==> config.mk <==
export PLATFORM = sky130hd
export DESIGN_NAME = spi_lsb_engine
export DESIGN_NICKNAME = d
export VERILOG_FILES = /design/src/rtl/spi_eng_pkg.sv /design/src/rtl/spi_pin_sync.sv /design/src/rtl/spi_crc_step.sv /design/src/rtl/spi_lsb_engine.sv
export SDC_FILE = /design/constraint.sdc
export NUM_CORES = 1
export LEC_CHECK = 0
export ABC_CLOCK_PERIOD_IN_PS = 10400
export BUFFER_PORTS_ARGS = -buffer_cell sky130_fd_sc_hd__buf_2
export CORE_MARGIN = 3
export CORE_UTILIZATION = 25
export CTS_BUF_LIST = sky130_fd_sc_hd__clkbuf_2
export DETAILED_ROUTE_END_ITERATION = 8
export PLACE_DENSITY = 0.43
export SYNTH_ARGS = -nofsm -noshare
export SYNTH_HDL_FRONTEND = slang
export SYNTH_SLANG_ARGS = --single-unit
==> constraint.sdc <==
create_clock -name clk -period 10.4 [get_ports clk]
set_input_delay 2.08 -clock clk [delete_from_list [all_inputs] [get_ports clk]]
set_output_delay 2.08 -clock clk [all_outputs]
set_load 0.05 [all_outputs]
==> src/rtl/spi_eng_pkg.sv <==
`timescale 1ns/1ps
package spi_eng_pkg;

    localparam int          CRC_W    = 8;
    localparam logic [7:0]  CRC_POLY = 8'h07;

    // Reverse bit order so that the remainder leaves MSB first from an LSB-first shifter.
    function automatic logic [CRC_W-1:0] bit_rev(input logic [CRC_W-1:0] v);
        logic [CRC_W-1:0] r;
        for (int i = 0; i < CRC_W; i++) r[i] = v[CRC_W-1-i];
        return r;
    endfunction

endpackage

==> src/rtl/spi_pin_sync.sv <==
`timescale 1ns/1ps
module spi_pin_sync #(
    parameter int           W       = 3,
    parameter logic [W-1:0] RST_VAL = '0
) (
    input  logic         clk,
    input  logic         rst_n,
    input  logic [W-1:0] din,
    output logic [W-1:0] dout
);
    for (genvar i = 0; i < W; i++) begin : g_bit
        logic meta_q, sync_q;
        always_ff @(posedge clk or negedge rst_n) begin
            if (!rst_n) begin
                meta_q <= RST_VAL[i];
                sync_q <= RST_VAL[i];
            end else begin
                meta_q <= din[i];
                sync_q <= meta_q;
            end
        end
        assign dout[i] = sync_q;
    end
endmodule

==> src/rtl/spi_crc_step.sv <==
`timescale 1ns/1ps
module spi_crc_step #(
    parameter int           W    = 8,
    parameter logic [W-1:0] POLY = 8'h07
) (
    input  logic [W-1:0] crc_i,
    input  logic         bit_i,
    output logic [W-1:0] crc_o
);
    logic fb;
    assign fb    = crc_i[W-1] ^ bit_i;
    assign crc_o = {crc_i[W-2:0], 1'b0} ^ (fb ? POLY : '0);
endmodule

==> src/rtl/spi_lsb_engine.sv <==
`timescale 1ns/1ps
module spi_lsb_engine
    import spi_eng_pkg::*;
#(
    parameter int                ADDR_W      = 6,
    parameter int                DATA_W      = 16,
    parameter int                N_CH        = 4,
    parameter logic [ADDR_W-1:0] RAW_BASE    = 6'h01,
    parameter logic [ADDR_W-1:0] FILT_BASE   = 6'h05,
    parameter logic [ADDR_W-1:0] STATUS_ADDR = 6'h12
) (
    input  logic              clk,
    input  logic              rst_n,
    input  logic              sclk,
    input  logic              cs_n,
    input  logic              sdi,
    output logic              sdo,
    output logic              sdo_oe,
    input  logic              crc_en,
    output logic [ADDR_W-1:0] reg_addr,
    output logic [DATA_W-1:0] reg_wdata,
    output logic              reg_wr,
    output logic              reg_rd,
    input  logic [DATA_W-1:0] reg_rdata,
    output logic              frm_err,
    output logic              crc_err
);
    localparam int HDR_W      = ADDR_W + 2;
    localparam int SINGLE_LEN = HDR_W + DATA_W;
    localparam int BURST_LEN  = HDR_W + (N_CH + 1) * DATA_W;
    localparam int MAX_LEN    = BURST_LEN + CRC_W;
    localparam int CNT_W      = $clog2(MAX_LEN + 1) + 1;
    localparam int IDX_W      = $clog2(N_CH + 2);
    localparam logic [CNT_W-1:0] CNT_MAX = '1;

    typedef struct packed {
        logic              sclk_p;
        logic              csn_p;
        logic              active;
        logic [CNT_W-1:0]  cnt;
        logic [ADDR_W-1:0] addr;
        logic              wr;
        logic              burst;
        logic [DATA_W-1:0] pay;
        logic              crc_on;
        logic              crc_ok;
        logic [CRC_W-1:0]  crc_rx;
        logic [CRC_W-1:0]  crc_tx;
        logic [DATA_W-1:0] tx;
        logic              sdo;
        logic              load;
        logic [IDX_W-1:0]  widx;
        logic              wr_p;
        logic              frm;
        logic              crcerr;
        logic              cm_act;
        logic [IDX_W-1:0]  cm_idx;
        logic [IDX_W-1:0]  cm_last;
        logic [ADDR_W-1:0] cm_base;
    } eng_st_t;

    eng_st_t st_q, st_d;

    logic s_sclk, s_csn, s_sdi;
    spi_pin_sync #(.W(3), .RST_VAL(3'b010)) u_sync (
        .clk(clk), .rst_n(rst_n),
        .din({sdi, cs_n, sclk}), .dout({s_sdi, s_csn, s_sclk})
    );

    logic [CRC_W-1:0] rx_crc_nx, tx_crc_nx;
    spi_crc_step #(.W(CRC_W), .POLY(CRC_POLY)) u_crc_rx (
        .crc_i(st_q.crc_rx), .bit_i(s_sdi), .crc_o(rx_crc_nx)
    );
    spi_crc_step #(.W(CRC_W), .POLY(CRC_POLY)) u_crc_tx (
        .crc_i(st_q.crc_tx), .bit_i(st_q.sdo), .crc_o(tx_crc_nx)
    );

    function automatic logic is_burst(input logic [ADDR_W-1:0] a, input logic w, input logic b);
        return b && !w && (a == RAW_BASE || a == FILT_BASE);
    endfunction

    function automatic logic [CNT_W-1:0] data_len(input logic [ADDR_W-1:0] a, input logic w,
                                                  input logic b);
        return is_burst(a, w, b) ? CNT_W'(BURST_LEN) : CNT_W'(SINGLE_LEN);
    endfunction

    function automatic logic [CNT_W-1:0] frame_len(input logic [ADDR_W-1:0] a, input logic w,
                                                   input logic b, input logic c);
        return data_len(a, w, b) + (c ? CNT_W'(CRC_W) : '0);
    endfunction

    function automatic logic [ADDR_W-1:0] word_addr(input logic [ADDR_W-1:0] base,
                                                    input logic [IDX_W-1:0] idx);
        return (int'(idx) < N_CH) ? base + ADDR_W'(idx) : STATUS_ADDR;
    endfunction

    logic sclk_rise, sclk_fall, cs_fall, cs_rise;
    assign sclk_rise = s_sclk & ~st_q.sclk_p;
    assign sclk_fall = ~s_sclk & st_q.sclk_p;
    assign cs_fall   = ~s_csn & st_q.csn_p;
    assign cs_rise   = s_csn & ~st_q.csn_p;

    always_comb begin
        logic [CNT_W-1:0] c_v, nc_v, len_v, dend_v;
        st_d        = st_q;
        st_d.sclk_p = s_sclk;
        st_d.csn_p  = s_csn;
        st_d.wr_p   = 1'b0;
        st_d.frm    = 1'b0;
        st_d.crcerr = 1'b0;
        c_v    = st_q.cnt;
        nc_v   = (c_v == CNT_MAX) ? c_v : c_v + 1'b1;
        len_v  = '0;
        dend_v = '0;

        if (st_q.cm_act) begin
            st_d.cm_idx = st_q.cm_idx + 1'b1;
            if (st_q.cm_idx == st_q.cm_last) st_d.cm_act = 1'b0;
        end
        if (st_q.load) begin
            st_d.tx   = reg_rdata;
            st_d.widx = st_q.widx + 1'b1;
            st_d.load = 1'b0;
        end

        if (cs_fall) begin
            st_d.active = 1'b1;
            st_d.cnt    = '0;
            st_d.addr   = '0;
            st_d.wr     = 1'b0;
            st_d.burst  = 1'b0;
            st_d.pay    = '0;
            st_d.crc_on = crc_en;
            st_d.crc_ok = ~crc_en;
            st_d.crc_rx = '0;
            st_d.crc_tx = '0;
            st_d.tx     = '0;
            st_d.sdo    = 1'b0;
            st_d.load   = 1'b0;
            st_d.widx   = '0;
        end else if (cs_rise && st_q.active) begin
            st_d.active = 1'b0;
            len_v = frame_len(st_q.addr, st_q.wr, st_q.burst, st_q.crc_on);
            if (st_q.cnt < len_v) begin
                st_d.frm = 1'b1;
            end else if (!st_q.crc_ok) begin
                st_d.crcerr = 1'b1;
            end else if (st_q.wr) begin
                st_d.wr_p = 1'b1;
            end else begin
                st_d.cm_act  = 1'b1;
                st_d.cm_idx  = '0;
                st_d.cm_last = is_burst(st_q.addr, st_q.wr, st_q.burst) ? IDX_W'(N_CH) : '0;
                st_d.cm_base = st_q.addr;
            end
        end else if (st_q.active && sclk_rise) begin
            for (int i = 0; i < ADDR_W; i++)
                if (c_v == CNT_W'(i)) st_d.addr[i] = s_sdi;
            if (c_v == CNT_W'(ADDR_W))     st_d.wr    = s_sdi;
            if (c_v == CNT_W'(ADDR_W + 1)) st_d.burst = s_sdi;
            for (int i = 0; i < DATA_W; i++)
                if (c_v == CNT_W'(HDR_W + i)) st_d.pay[i] = s_sdi;
            len_v  = frame_len(st_d.addr, st_d.wr, st_d.burst, st_q.crc_on);
            dend_v = data_len(st_d.addr, st_d.wr, st_d.burst);
            if (c_v < len_v) st_d.crc_rx = rx_crc_nx;
            if (st_q.crc_on && nc_v == len_v) st_d.crc_ok = (rx_crc_nx == '0);
            if (c_v < dend_v) st_d.crc_tx = tx_crc_nx;
            st_d.cnt = nc_v;
            if (!st_d.wr && nc_v >= CNT_W'(HDR_W) && nc_v < dend_v &&
                ((nc_v - CNT_W'(HDR_W)) % CNT_W'(DATA_W)) == '0)
                st_d.load = 1'b1;
            if (st_q.crc_on && nc_v == dend_v)
                st_d.tx = DATA_W'(bit_rev(tx_crc_nx));
        end else if (st_q.active && sclk_fall) begin
            st_d.sdo = st_q.tx[0];
            st_d.tx  = st_q.tx >> 1;
        end
    end

    always_ff @(posedge clk or negedge rst_n) begin
        if (!rst_n) begin
            st_q       <= '0;
            st_q.csn_p <= 1'b1;
        end else begin
            st_q <= st_d;
        end
    end

    assign sdo       = st_q.sdo;
    assign sdo_oe    = st_q.active;
    assign reg_wr    = st_q.wr_p;
    assign reg_rd    = st_q.cm_act;
    assign reg_wdata = st_q.pay;
    assign frm_err   = st_q.frm;
    assign crc_err   = st_q.crcerr;
    assign reg_addr  = st_q.cm_act ? word_addr(st_q.cm_base, st_q.cm_idx)
                                   : word_addr(st_q.addr, st_q.widx);

    // Checker state: length of the current run of read strobes.
    logic [IDX_W:0] rd_run_q;
    always_ff @(posedge clk or negedge rst_n) begin
        if (!rst_n)      rd_run_q <= '0;
        else if (reg_rd) rd_run_q <= rd_run_q + 1'b1;
        else             rd_run_q <= '0;
    end


    frm_excl_chk: assert property (@(posedge clk) disable iff (!rst_n)
        frm_err |-> (!reg_wr && !reg_rd));

    crc_excl_chk: assert property (@(posedge clk) disable iff (!rst_n)
        crc_err |-> (!reg_wr && !reg_rd && !frm_err));

    wr_pulse_chk: assert property (@(posedge clk) disable iff (!rst_n)
        reg_wr |=> !reg_wr);

    end_idle_chk: assert property (@(posedge clk) disable iff (!rst_n)
        (frm_err || crc_err || reg_wr) |-> !sdo_oe);

    rd_run_chk: assert property (@(posedge clk) disable iff (!rst_n)
        reg_rd |-> (rd_run_q < (IDX_W+1)'(N_CH + 1)));
endmodule

# Word-level counts from Yosys, hierarchy flattened
# Index checks and enable logic that the tools add are counted.
op_classes:
  n_addsub: 8
  mul: 0
  shifts: 0
  eq_ne: 33
  magnitude_cmp: 7
  muxes: 89
  n_div: 0
  n_bitwise: 16
  n_reduce_logical: 64
ops:
  columns: ["operator", "count"]
  rows:
  - ["16-bit two-way mux", 5]
  - ["35-bit two-way mux", 2]
  - ["8-bit by 4-bit equality test with 1-bit output, second input constant", 8]
  - ["8-bit by 5-bit equality test with 1-bit output, second input constant", 8]
  - ["32-bit two-way mux", 2]
  - ["3-bit AND reduction", 20]
  - ["1-bit two-way mux", 59]
  - ["2-bit nonzero test", 23]
  - ["17-bit two-way mux", 2]
  - ["33-bit two-way mux", 1]
  - ["8-bit by 3-bit equality test with 1-bit output, second input constant", 4]
  - ["13-bit two-way mux", 2]
  - ["8-bit logical NOT", 3]
  - ["8-bit two-way mux", 3]
  - ["6-bit two-way mux", 3]
  - ["8-bit by 2-bit equality test with 1-bit output, second input constant", 2]
  - ["8-bit by 7-bit less-than comparator with 1-bit output", 2]
  - ["8-bit less-than comparator", 2]
  - ["8-bit XOR", 2]
  - ["3-bit two-way mux", 5]
  - ["14-bit two-way mux", 1]
  - ["7-bit two-way mux", 2]
  - ["6-bit by 3-bit adder with 6-bit output", 2]
  - ["6-bit by 1-bit equality test with 1-bit output, second input constant", 2]
  - ["23 further kinds", 52]
totals:
  latchBits: 0
  register_bits: 96
  ram_bits: 0
  output_inout_bits: 28
  mem_count: 0
  elab_cells: 261
  mem_bits_ro: 0

# Depth between registers and ports, before layout
# Gate-level depths: netlist of run 1.
logic_depth:
  word_depth: 17
  mapped_depth: 14

# By module
# Synthesis of run 1 repeated with hierarchy kept, for this count alone.
unflattened:
  hier_cells: 579
  hier_area_um2: 5754.3
by_module_without_submodules:
  columns: ["mod", "cells_per_inst", "area_per_inst_um2", "n_inst"]
  rows:
  - ["spi_lsb_engine", 552, 5376.4, 1]
  - ["spi_crc_step", 9, 101.3, 2]
  - ["spi_pin_sync", 9, 175.2, 1]

# Worst setup path before layout of run 1
# No wires, ideal clock.
synth_path:
  path_type: "reg-to-output"
  start: "register st_q[73] (netlist name)"
  end: "output reg_addr[4]"
  stages_incl_launch_ff: 8
  arrival_ns: 2.161
  setup_slack_ns: 6.159
  required_ns: 8.320
  path_cell_list: "dfrtp_1 -> ha_1 -> inv_1 -> fa_1 -> nor2b_1 -> o21ai_0 -> xor2_1 -> a22oi_1"
synth_between:
  elab_chain_len: 3
synth_rtl:
  columns: ["element", "line_no", "source"]
  rows:
  - ["from (decl)", "spi_lsb_engine.sv:62", "eng_st_t st_q, st_d;"]
  - ["from (signal assigned)", "spi_lsb_engine.sv:185", "st_q <= st_d;"]
  - ["6-bit by 3-bit adder with 6-bit output", "spi_lsb_engine.sv:94", "return (int'(idx) < N_CH) ? base + ADDR_W'(idx) : STATUS_ADDR;"]
  - ["6-bit two-way mux", "spi_lsb_engine.sv:94", null]
  - ["6-bit two-way mux", "spi_lsb_engine.sv:196", "assign reg_addr = st_q.cm_act ? word_addr(st_q.cm_base, st_q.cm_idx)"]
  - ["to (decl)", "spi_lsb_engine.sv:20", "output logic [ADDR_W-1:0] reg_addr,"]
# No other way between the ends.

# Worst setup path after layout of run 1
# Ends and elaborated chain as after synthesis.

==> impl_table.tex, run 1 <==
\begin{tabular}{lr}
\hline
Metric & Value \\
\hline
\multicolumn{2}{l}{\textbf{Outcome}} \\
Result of the run & complete, no violations \\
\multicolumn{2}{l}{\textbf{Floorplan}} \\
Die W & 153 um \\
Std-Cell Rows & 53 \\
Boundary pin count & 50 \\
Floorplan core area & 21100 um\^{}2 \\
Die ar. & 23300 um\^{}2 \\
Initial standard-cell utilization of the core & 25.5\% \\
Chip Height & 153 um \\
\multicolumn{2}{l}{\textbf{CTS}} \\
Buffers inserted by post-CTS timing repair & 0 \\
Post-cts resize count & 0 \\
\# hold bufs at CTS & 0 \\
CTS clock-pin slew for the worst setup and hold paths & 290 ps \\
Clock Latency Late Sink & 640 ps \\
TritonCTS clock tree & built \\
Cell at the root of the clock tree & clkbuf\_2 \\
Maximum number of buffers from clock root to sink & 2 \\
Clock buffer count from CTS & 9 \\
Maximum level of the CTS H-tree & 3 \\
\# clock sinks & 94 \\
\multicolumn{2}{l}{\textbf{Worst setup path}} \\
Biggest fanout along the worst timing path & 6 \\
Element type at the critical path start & flip-flop \\
CP required & 8320 ps \\
Cell with the biggest individual delay on the critical path & dfrtp\_1 \\
CP delay by family, top & adder cells \\
Ordered list of cells on the worst path & ha\_1 > inv\_1 > fa\_1 > nor2b\_1 > o21ai\_0 > xor2\_1 > a22oi\_1 > buf\_2 \\
Combined buffer and inverter count along the critical path & 2 \\
Arrival time worst endpoint & 2640 ps \\
Nature of the critical path endpoint & output pin \\
Maximum cell stage delay along the critical path & 510 ps \\
Setup Crit Path Kind & flip-flop to output pin \\
\multicolumn{2}{l}{\textbf{Route}} \\
Detailed-route vias per instance & 4.87 \\
Per-cell routed wire length & 15.7 um \\
Violation count after the first detailed-route iteration & 280 \\
Number of detailed-routing iterations run before antenna repair & 5 \\
Post-route DRC violation count & 0 \\
WL final & 13.7 mm \\
Antenna violation net count after detailed routing & 0 \\
Vias & 4262 \\
\multicolumn{2}{l}{\textbf{Global routing}} \\
Largest net degree at the start of global routing & 61 \\
GRT overflow & 0 \\
Total global-route track usage & 12.0\% \\
First-pass GRT wire length & 23.0 mm \\
Number of global-route vias before repair & 4263 \\
Initial antenna violation count & 0 \\
\multicolumn{2}{l}{\textbf{Final layout}} \\
Post-route design area & 5860 um\^{}2 \\
Commonest non-fill, non-tap cells in the layout & dfrtp\_1 (91), nand2\_1 (75), a21oi\_1 (57) \\
Most common cell after layout, fill and taps aside & dfrtp\_1 \\
Area added between synthesis and finish & 8.91\% \\
Share of post-route cells with drive strength above 1 & 14.8\% \\
Antenna cell count & 0 \\
NumNets Final & 639 \\
\multicolumn{2}{l}{\textbf{Timing}} \\
Slew headroom & 15.7\% \\
Fraction of the cycle the final worst path needs & 45.4\% \\
Setup repair after global routing missed its margin & no \\
Post-route minimum period & 4720 ps \\
Setup Viol. Count Final & 0 \\
Count of endpoints failing hold in the final timing report & 0 \\
Slew @ Worst Pin & 1250 ps \\
Worst clock skew & 35.2 ps \\
Achievable frequency & 212 MHz \\
Fin Setup TNS & 0 ps \\
Final Max Tran Viols & 0 \\
\multicolumn{2}{l}{\textbf{Min path}} \\
Path category of the worst min-delay check & flip-flop to flip-flop \\
\multicolumn{2}{l}{\textbf{Place}} \\
Last weighted congestion value of the routability-driven placer & 0.862 \\
Final HPWL DP & 9.46 mm \\
Post-Place Cell Area & 5730 um\^{}2 \\
Number of port buffers & 49 \\
\multicolumn{2}{l}{\textbf{Pwr}} \\
Cell area power density & 141 nW/um\^{}2 \\
Standby leakage power & 2.59 nW \\
Maximum vdd drop & 0.0712 mV \\
\multicolumn{2}{l}{\textbf{Yosys}} \\
Number of warnings printed during yosys synthesis & 0 \\
Largest cells by area after synthesis & dfrtp\_1 (42\%), a21oi\_1 (5.3\%), nand2\_1 (5.2\%) \\
Post-Synthesis Net Count & 629 \\
Primary FF master, synth & dfrtp\_1 \\
Flip-flop and latch count after synthesis & 94 \\
Mean cell area of the mapped netlist & 9.18 um\^{}2 \\
Post-synth EDFFs & 0 \\
Share of the yosys chip area belonging to registers & 43.8\% \\
Number of distinct library cell variants in the gate-level netlist after synthesis & 54 \\
Async S/R FF share, synth & 100\% \\
Number of cells produced by synthesis & 586 \\
Biggest area consumer among synthesized cells & dfrtp\_1 \\
Cell area after synthesis & 5380 um\^{}2 \\
Area fraction of the dominant cell type after synthesis & 42.3\% \\
\multicolumn{2}{l}{\textbf{Flow run}} \\
Max\_cap viols & 0 \\
\hline
\end{tabular}
## Yosys cell counts (3+ instances only)
master     instances
mux2i_1           22
buf_2              5
buf_1              3
inv_1             19
nor2b_1            6
nor3_1             7
a21oi_1           57
a31oi_1            5
nand3_1           24
nand3b_1           3
ha_1              19
xor2_1            11
xnor2_1           11
dfrtp_1           91
nand4_1            4
dfstp_2            3
a211o_1            4
buf_4             16
a21o_1             9
mux2_2             6
nor2_1            33
nor4_1             3
o21ai_0           40
a22oi_1            3
clkbuf_1          30
nand2_1           75
o2bb2ai_1          9
nand2b_1           6
a22o_1            17
o22ai_1           15
## worst reg2reg max path, stage by stage (launching register included)
cell      delay (ps)
dfrtp_1          600
or3_1            460
nor4_2           420
nand2_1          190
a22oi_1          250
nand4_1          110
a211o_1          280
ha_1             300
nand2_1          130
nor4bb_1        1060
a21oi_1          140
o22ai_1          230
## report_power, final
| group | total (mW) | internal, mW | leakage (nW) | switching (mW) |
|---|---|---|---|---|
| combinational | 0.197 | 0.0742 | 1.26 | 0.123 |
| sequential | 0.425 | 0.398 | 1.26 | 0.0267 |
| clock | 0.202 | 0.0583 | 0.0642 | 0.144 |
| total | 0.824 | 0.531 | 2.59 | 0.293 |
## worst paths after layout
kind / start / end / slack (ps) / cells past startpoint
min: u_sync.g_bit[1].meta_q / u_sync.g_bit[1].sync_q / 350 / 0
max in group asynchronous: rst_n / st_q[42] / 7840 / 2
max: st_q[73] / reg_addr[4] / 5680 / 8
max reg2reg: st_q[84] / st_q[28] / 6160 / 11
min in group asynchronous: rst_n / st_q[17] / 1330 / 1
min reg2reg: u_sync.g_bit[1].meta_q / u_sync.g_bit[1].sync_q / 350 / 0
## routing by layer
metal | vias to the layer above | track usage [%] | wire length (um)
met5 | - | 0 | 0
li1 | 2071 | - | -
met2 | 87 | 19.4 | 6410
met1 | 2091 | 16.0 | 6550
met4 | 0 | 2.50 | 152
met3 | 13 | 3.38 | 624
## through the flow
| stage | setup slack [ps] | cells | utilization, % | hold slack [ps] | power [mW] |
|---|---|---|---|---|---|
| final | 5680 | 876 | 27.8 | 345 | 0.824 |
| after global routing | 5400 | 876 | 27.8 | 360 | 0.885 |
| after CTS | 5590 | 876 | 27.8 | 359 | 0.839 |
| after detailed placement | 6280 | 860 | 27.2 | 336 | 0.630 |
| after global placement | 6400 | 860 | 27.2 | 334 | 0.628 |
| after floorplan | 6160 | 586 | - | 331 | 0.573 |
## layout make-up
type                       instances  area (um^2)
fill                            2252        15200
multi-input combinational        418         2670
sequential                        94         2360
tap                              275          344
timing repair buffer              54          285
clock inverter                     7         82.6
inverter                          19         71.3
clock buffer                       9         45.0
## flip-flops by register name, summed over array words and instances (netlist names)
register             flops
st_q                    66
reg_wdata               16
u_sync.g_bit.meta_q      3
u_sync.g_bit.sync_q      3
crc_err                  1
frm_err                  1
reg_rd                   1
reg_wr                   1
sdo                      1
sdo_oe                   1
## kinds of logic after synthesis
family | after synthesis | synth area share (%)
flops | 94 | 43.8
simple gates | 179 | 16.2
fa+ha+maj | 22 | 5.35
buf+inv | 74 | 6.54
xor+xnor | 22 | 3.58
compound gates | 167 | 19.2
mux | 28 | 5.35
(Power assumes the default switching activity.)
==> run 2, diff against run 1 <==
- ABC_CLOCK_PERIOD_IN_PS: 10400 -> 4500
- clock period: 10.4 -> 4.5 ns (I/O delays scaled with it)
==> impl_table.tex, run 2 (synthesized netlist as in run 1, its figures left out) <==
\begin{tabular}{lr}
\hline
Metric & Value \\
\hline
\multicolumn{2}{l}{\textbf{Floorplan}} \\
Die ar. & 23300 um\^{}2 \\
Std-Cell Rows & 53 \\
Chip Height & 153 um \\
Floorplan core area & 21100 um\^{}2 \\
Boundary pin count & 50 \\
Die W & 153 um \\
Initial standard-cell utilization of the core & 25.5\% \\
\multicolumn{2}{l}{\textbf{Timing}} \\
Achievable frequency & 246 MHz \\
Fin Setup TNS & 0 ps \\
Post-route minimum period & 4070 ps \\
Count of endpoints failing hold in the final timing report & 0 \\
Final Max Tran Viols & 0 \\
Setup repair after global routing missed its margin & no \\
Slew headroom & 24.9\% \\
Slew @ Worst Pin & 1130 ps \\
Worst clock skew & 36.4 ps \\
Hold WS & 374 ps \\
Fraction of the cycle the final worst path needs & 90.4\% \\
Setup Viol. Count Final & 0 \\
\multicolumn{2}{l}{\textbf{Flow run}} \\
Max\_cap viols & 0 \\
\multicolumn{2}{l}{\textbf{CTS}} \\
Clock Latency Late Sink & 580 ps \\
CTS clock-pin slew for the worst setup and hold paths & 230 ps \\
Maximum number of buffers from clock root to sink & 2 \\
Buffers inserted by post-CTS timing repair & 0 \\
Cell at the root of the clock tree & clkbuf\_2 \\
Clock buffer count from CTS & 9 \\
Maximum level of the CTS H-tree & 3 \\
TritonCTS clock tree & built \\
\# hold bufs at CTS & 0 \\
Post-cts resize count & 0 \\
\# clock sinks & 94 \\
\multicolumn{2}{l}{\textbf{Global routing}} \\
First-pass GRT wire length & 23.1 mm \\
Number of global-route vias before repair & 4385 \\
Met2 Track Usage GR & 19.7\% \\
Total global-route track usage & 12.0\% \\
Largest net degree at the start of global routing & 70 \\
Initial antenna violation count & 0 \\
Global Route met3 Usage & 2.53\% \\
Busiest grt layer & met2 \\
GRT overflow & 0 \\
Routing usage on met1 & 16.0\% \\
\multicolumn{2}{l}{\textbf{Pwr}} \\
Logic gate share of total power & 24.2\% \\
Maximum vdd drop & 0.174 mV \\
Standby leakage power & 2.63 nW \\
Cell area power density & 323 nW/um\^{}2 \\
Net load switching power & 0.627 mW \\
P\_int & 1.27 mW \\
Flop pwr share & 51.5\% \\
Switching power as a share of total power & 33.0\% \\
Part of the power in the clock network & 24.3\% \\
\multicolumn{2}{l}{\textbf{Final layout}} \\
NumNets Final & 645 \\
Register name with the most flops & st\_q \\
Commonest non-fill, non-tap cells in the layout & dfrtp\_1 (91), nand2\_1 (75), a21oi\_1 (57) \\
Flip-flop count of the largest register, all copies and words added & 66 \\
Non-filler instance count after layout & 879 \\
Share of post-route cells with drive strength above 1 & 15.2\% \\
Antenna cell count & 0 \\
Most common cell after layout, fill and taps aside & dfrtp\_1 \\
Area added between synthesis and finish & 9.51\% \\
\multicolumn{2}{l}{\textbf{Route}} \\
WL final & 14.0 mm \\
Post-route DRC violation count & 0 \\
Number of detailed-routing iterations run before antenna repair & 4 \\
Violation count after the first detailed-route iteration & 410 \\
Vias & 4328 \\
Antenna violation net count after detailed routing & 0 \\
Detailed-route vias per instance & 4.92 \\
Per-cell routed wire length & 15.9 um \\
\multicolumn{2}{l}{\textbf{Worst setup path}} \\
CP delay by family, top & simple AND/OR/NAND/NOR gates \\
CP required & 4990 ps \\
Setup Crit Path Kind & flip-flop to flip-flop \\
Arrival time worst endpoint & 4560 ps \\
Maximum cell stage delay along the critical path & 580 ps \\
Element type at the critical path start & flip-flop \\
Nature of the critical path endpoint & flip-flop \\
Cell with the biggest individual delay on the critical path & dfrtp\_1 \\
Combined buffer and inverter count along the critical path & 0 \\
Ordered list of cells on the worst path & or3\_1 > nor4\_2 > nand2\_1 > a22oi\_1 > nand4\_1 > a211o\_1 > ha\_1 > a211o\_1 > a31oi\_1 > nand2\_1 > maj3\_1 > a22o\_1 \\
Biggest fanout along the worst timing path & 14 \\
\multicolumn{2}{l}{\textbf{Place}} \\
Number of port buffers & 49 \\
Post-Place Cells & 866 \\
Last weighted congestion value of the routability-driven placer & 0.853 \\
Final HPWL DP & 9.66 mm \\
\multicolumn{2}{l}{\textbf{Min path}} \\
Path category of the worst min-delay check & flip-flop to flip-flop \\
\multicolumn{2}{l}{\textbf{Outcome}} \\
Result of the run & complete, no violations \\
\hline
\end{tabular}
run 2: power groups by stage:
stage / Sequential (mW) / Clock [mW] / Combinational (mW)
3_3_place_gp: 0.992 / 0 / 0.449
6_report: 0.979 / 0.461 / 0.460
3_5_place_dp: 0.994 / 0 / 0.461
2_1_floorplan: 0.986 / 0 / 0.338
5_1_grt: 0.991 / 0.529 / 0.519
4_1_cts: 0.979 / 0.490 / 0.464
run 2: cell type report:
type                       instances  area, um^2
fill                            2257       15200
multi-input combinational        418        2670
sequential                        94        2360
tap                              275         344
timing repair buffer              60         330
inverter                          19        71.3
clock inverter                     2        60.1
clock buffer                      11        55.1
run 2: through the flow:
stage                     power, mW  instance area, um^2  setup slack (ps)  util, %
after floorplan                1.32                 5380               904        -
after global placement         1.44                 5780               605     27.4
after detailed placement       1.46                 5780               479     27.4
after CTS                      1.93                 5890               448     27.9
after global routing           2.04                 5890               170     27.9
final                          1.90                 5890               433     27.9
run 2: worst register-to-register path, cell delays in order (launching register included):
cell,delay [ps]
dfrtp_1,580
or3_1,470
nor4_2,460
nand2_1,210
a22oi_1,220
nand4_1,100
a211o_1,280
ha_1,320
a211o_1,260
a31oi_1,230
nand2_1,90
maj3_1,500
a22o_1,280
run 2: layer usage:
metal,routed length [um],vias up,share of wire (%)
li1,-,2080,-
met1,6540,2132,47
met2,6630,100,47
met3,565,16,4.0
met4,240,0,1.7
met5,0,-,0
run 2: worst paths after layout:
path | start | to | slack [ps] | cells past startpoint
max | st_q[84] | st_q[48] | 430 | 12
min | u_sync.g_bit[1].meta_q | u_sync.g_bit[1].sync_q | 370 | 0
max reg2reg | st_q[84] | st_q[48] | 430 | 12
min reg2reg | u_sync.g_bit[1].meta_q | u_sync.g_bit[1].sync_q | 370 | 0
max in group asynchronous | rst_n | u_sync.g_bit[1].meta_q | 3100 | 2
min in group asynchronous | rst_n | reg_rd | 410 | 1
==> run 3, diff against run 2 <==
- ABC_CLOCK_PERIOD_IN_PS: 4500 -> 4580
- clock period: 4.5 -> 4.58 ns (I/O delays scaled with it)
==> impl_table.tex, run 3 (synthesized netlist as in run 1, its figures left out) <==
\begin{tabular}{lr}
\hline
Metric & Value \\
\hline
\multicolumn{2}{l}{\textbf{Outcome}} \\
Result of the run & complete, no violations \\
\multicolumn{2}{l}{\textbf{Final layout}} \\
Fillers & 2281 \\
Fin util & 28.0\% \\
Commonest non-fill, non-tap cells in the layout & dfrtp\_1 (91), nand2\_1 (75), a21oi\_1 (57) \\
Antenna cell count & 0 \\
Share of post-route cells with drive strength above 1 & 15.5\% \\
Area added between synthesis and finish & 9.82\% \\
Most common cell after layout, fill and taps aside & dfrtp\_1 \\
NumNets Final & 645 \\
Register name with the most flops & st\_q \\
Area of the multi-input gates & 2670 um\^{}2 \\
Seq. cell area & 2360 um\^{}2 \\
Flip-flop count of the largest register, all copies and words added & 66 \\
\multicolumn{2}{l}{\textbf{Route}} \\
Antenna violation net count after detailed routing & 0 \\
Per-cell routed wire length & 15.9 um \\
Post-route DRC violation count & 0 \\
Detailed-route vias per instance & 4.82 \\
Vias & 4255 \\
WL final & 14.0 mm \\
Number of detailed-routing iterations run before antenna repair & 4 \\
Violation count after the first detailed-route iteration & 305 \\
\multicolumn{2}{l}{\textbf{CTS}} \\
Maximum level of the CTS H-tree & 3 \\
\# hold bufs at CTS & 0 \\
Buffers inserted by post-CTS timing repair & 0 \\
CTS clock-pin slew for the worst setup and hold paths & 240 ps \\
Cell at the root of the clock tree & clkbuf\_2 \\
Clock buffer count from CTS & 9 \\
Clock Latency Late Sink & 610 ps \\
\# clock sinks & 94 \\
Maximum number of buffers from clock root to sink & 2 \\
Post-cts resize count & 0 \\
TritonCTS clock tree & built \\
\multicolumn{2}{l}{\textbf{Worst setup path}} \\
Arrival time worst endpoint & 4530 ps \\
CP delay by family, top & simple AND/OR/NAND/NOR gates \\
Element type at the critical path start & flip-flop \\
Cell with the biggest individual delay on the critical path & dfrtp\_1 \\
Nature of the critical path endpoint & flip-flop \\
Maximum cell stage delay along the critical path & 590 ps \\
CP required & 5100 ps \\
Setup Crit Path Kind & flip-flop to flip-flop \\
Biggest fanout along the worst timing path & 14 \\
Ordered list of cells on the worst path & or3\_1 > nor4\_2 > nand2\_1 > mux2i\_1 > nand4\_1 > a211o\_1 > ha\_1 > a211o\_1 > a31oi\_1 > nand2\_1 > maj3\_1 > a22o\_1 \\
Combined buffer and inverter count along the critical path & 0 \\
\multicolumn{2}{l}{\textbf{Place}} \\
Final HPWL DP & 9.65 mm \\
Number of port buffers & 49 \\
Last weighted congestion value of the routability-driven placer & 0.835 \\
\multicolumn{2}{l}{\textbf{Timing}} \\
Worst clock skew & 33.3 ps \\
Slew headroom & 23.3\% \\
Post-route minimum period & 4010 ps \\
Fin Setup TNS & 0 ps \\
Count of endpoints failing hold in the final timing report & 0 \\
Slew @ Worst Pin & 1150 ps \\
Setup repair after global routing missed its margin & no \\
Fraction of the cycle the final worst path needs & 87.5\% \\
Setup Viol. Count Final & 0 \\
Final Max Tran Viols & 0 \\
Achievable frequency & 250 MHz \\
\multicolumn{2}{l}{\textbf{Floorplan}} \\
Chip Height & 153 um \\
Boundary pin count & 50 \\
Die W & 153 um \\
Die ar. & 23300 um\^{}2 \\
Std-Cell Rows & 53 \\
Floorplan core area & 21100 um\^{}2 \\
Initial standard-cell utilization of the core & 25.5\% \\
\multicolumn{2}{l}{\textbf{Global routing}} \\
Total global-route track usage & 12.1\% \\
Number of global-route vias before repair & 4470 \\
First-pass GRT wire length & 23.5 mm \\
GRT overflow & 0 \\
Largest net degree at the start of global routing & 70 \\
Initial antenna violation count & 0 \\
\multicolumn{2}{l}{\textbf{Pwr}} \\
Maximum vdd drop & 0.150 mV \\
Cell area power density & 321 nW/um\^{}2 \\
Standby leakage power & 2.63 nW \\
\multicolumn{2}{l}{\textbf{Flow run}} \\
Max\_cap viols & 0 \\
\multicolumn{2}{l}{\textbf{Min path}} \\
Path category of the worst min-delay check & flip-flop to flip-flop \\
\hline
\end{tabular}
-- run 3: cell count changes in the layout (fill, tap and decap cells not counted), sizes merged --
cell      change
clkinv        +1
clkinvlp      +1
clkbuf        +1
-- run 3: layout make-up --
cell class                      count  share of cell area, %
Clock buffer                       12                   1.02
Clock inverter                      4                   1.21
Inverter                           19                   1.21
Multi-Input combinational cell    418                   45.3
Sequential cell                    94                   39.9
Tap cell                          275                   5.83
Timing Repair Buffer               60                   5.59
-- run 3: per-layer routing --
layer  vias up  wire length, um  track usage (%)
li1       2079                -                -
met2        80             6710             20.4
met5         -                0                0
met3        11              544             2.50
met4         0              187             2.76
met1      2085             6600             16.1
-- run 3: worst paths after layout --
path	startpoint	end	slack, ps	cells past startpoint
min	u_sync.g_bit[1].meta_q	u_sync.g_bit[1].sync_q	370	0
min reg2reg	u_sync.g_bit[1].meta_q	u_sync.g_bit[1].sync_q	370	0
min in group asynchronous	rst_n	st_q[11]	400	1
max	st_q[84]	st_q[50]	570	12
max in group asynchronous	rst_n	reg_wdata[2]	3250	2
max reg2reg	st_q[84]	st_q[50]	570	12
-- run 3: through the flow --
step	total power [mW]	setup WS, ps	std cells	cell area [um^2]	hold WS (ps)
2_1_floorplan	1.30	984	586	5380	331
3_3_place_gp	1.42	689	866	5780	338
3_5_place_dp	1.43	594	866	5780	336
4_1_cts	1.93	566	882	5910	330
5_1_grt	2.03	230	882	5910	333
6_report	1.89	575	882	5910	373
-- run 3: report_power, final --
group          switching (mW)  internal [mW]
logic                   0.285          0.171
registers              0.0574          0.904
clock network           0.291          0.185
total                   0.633           1.26
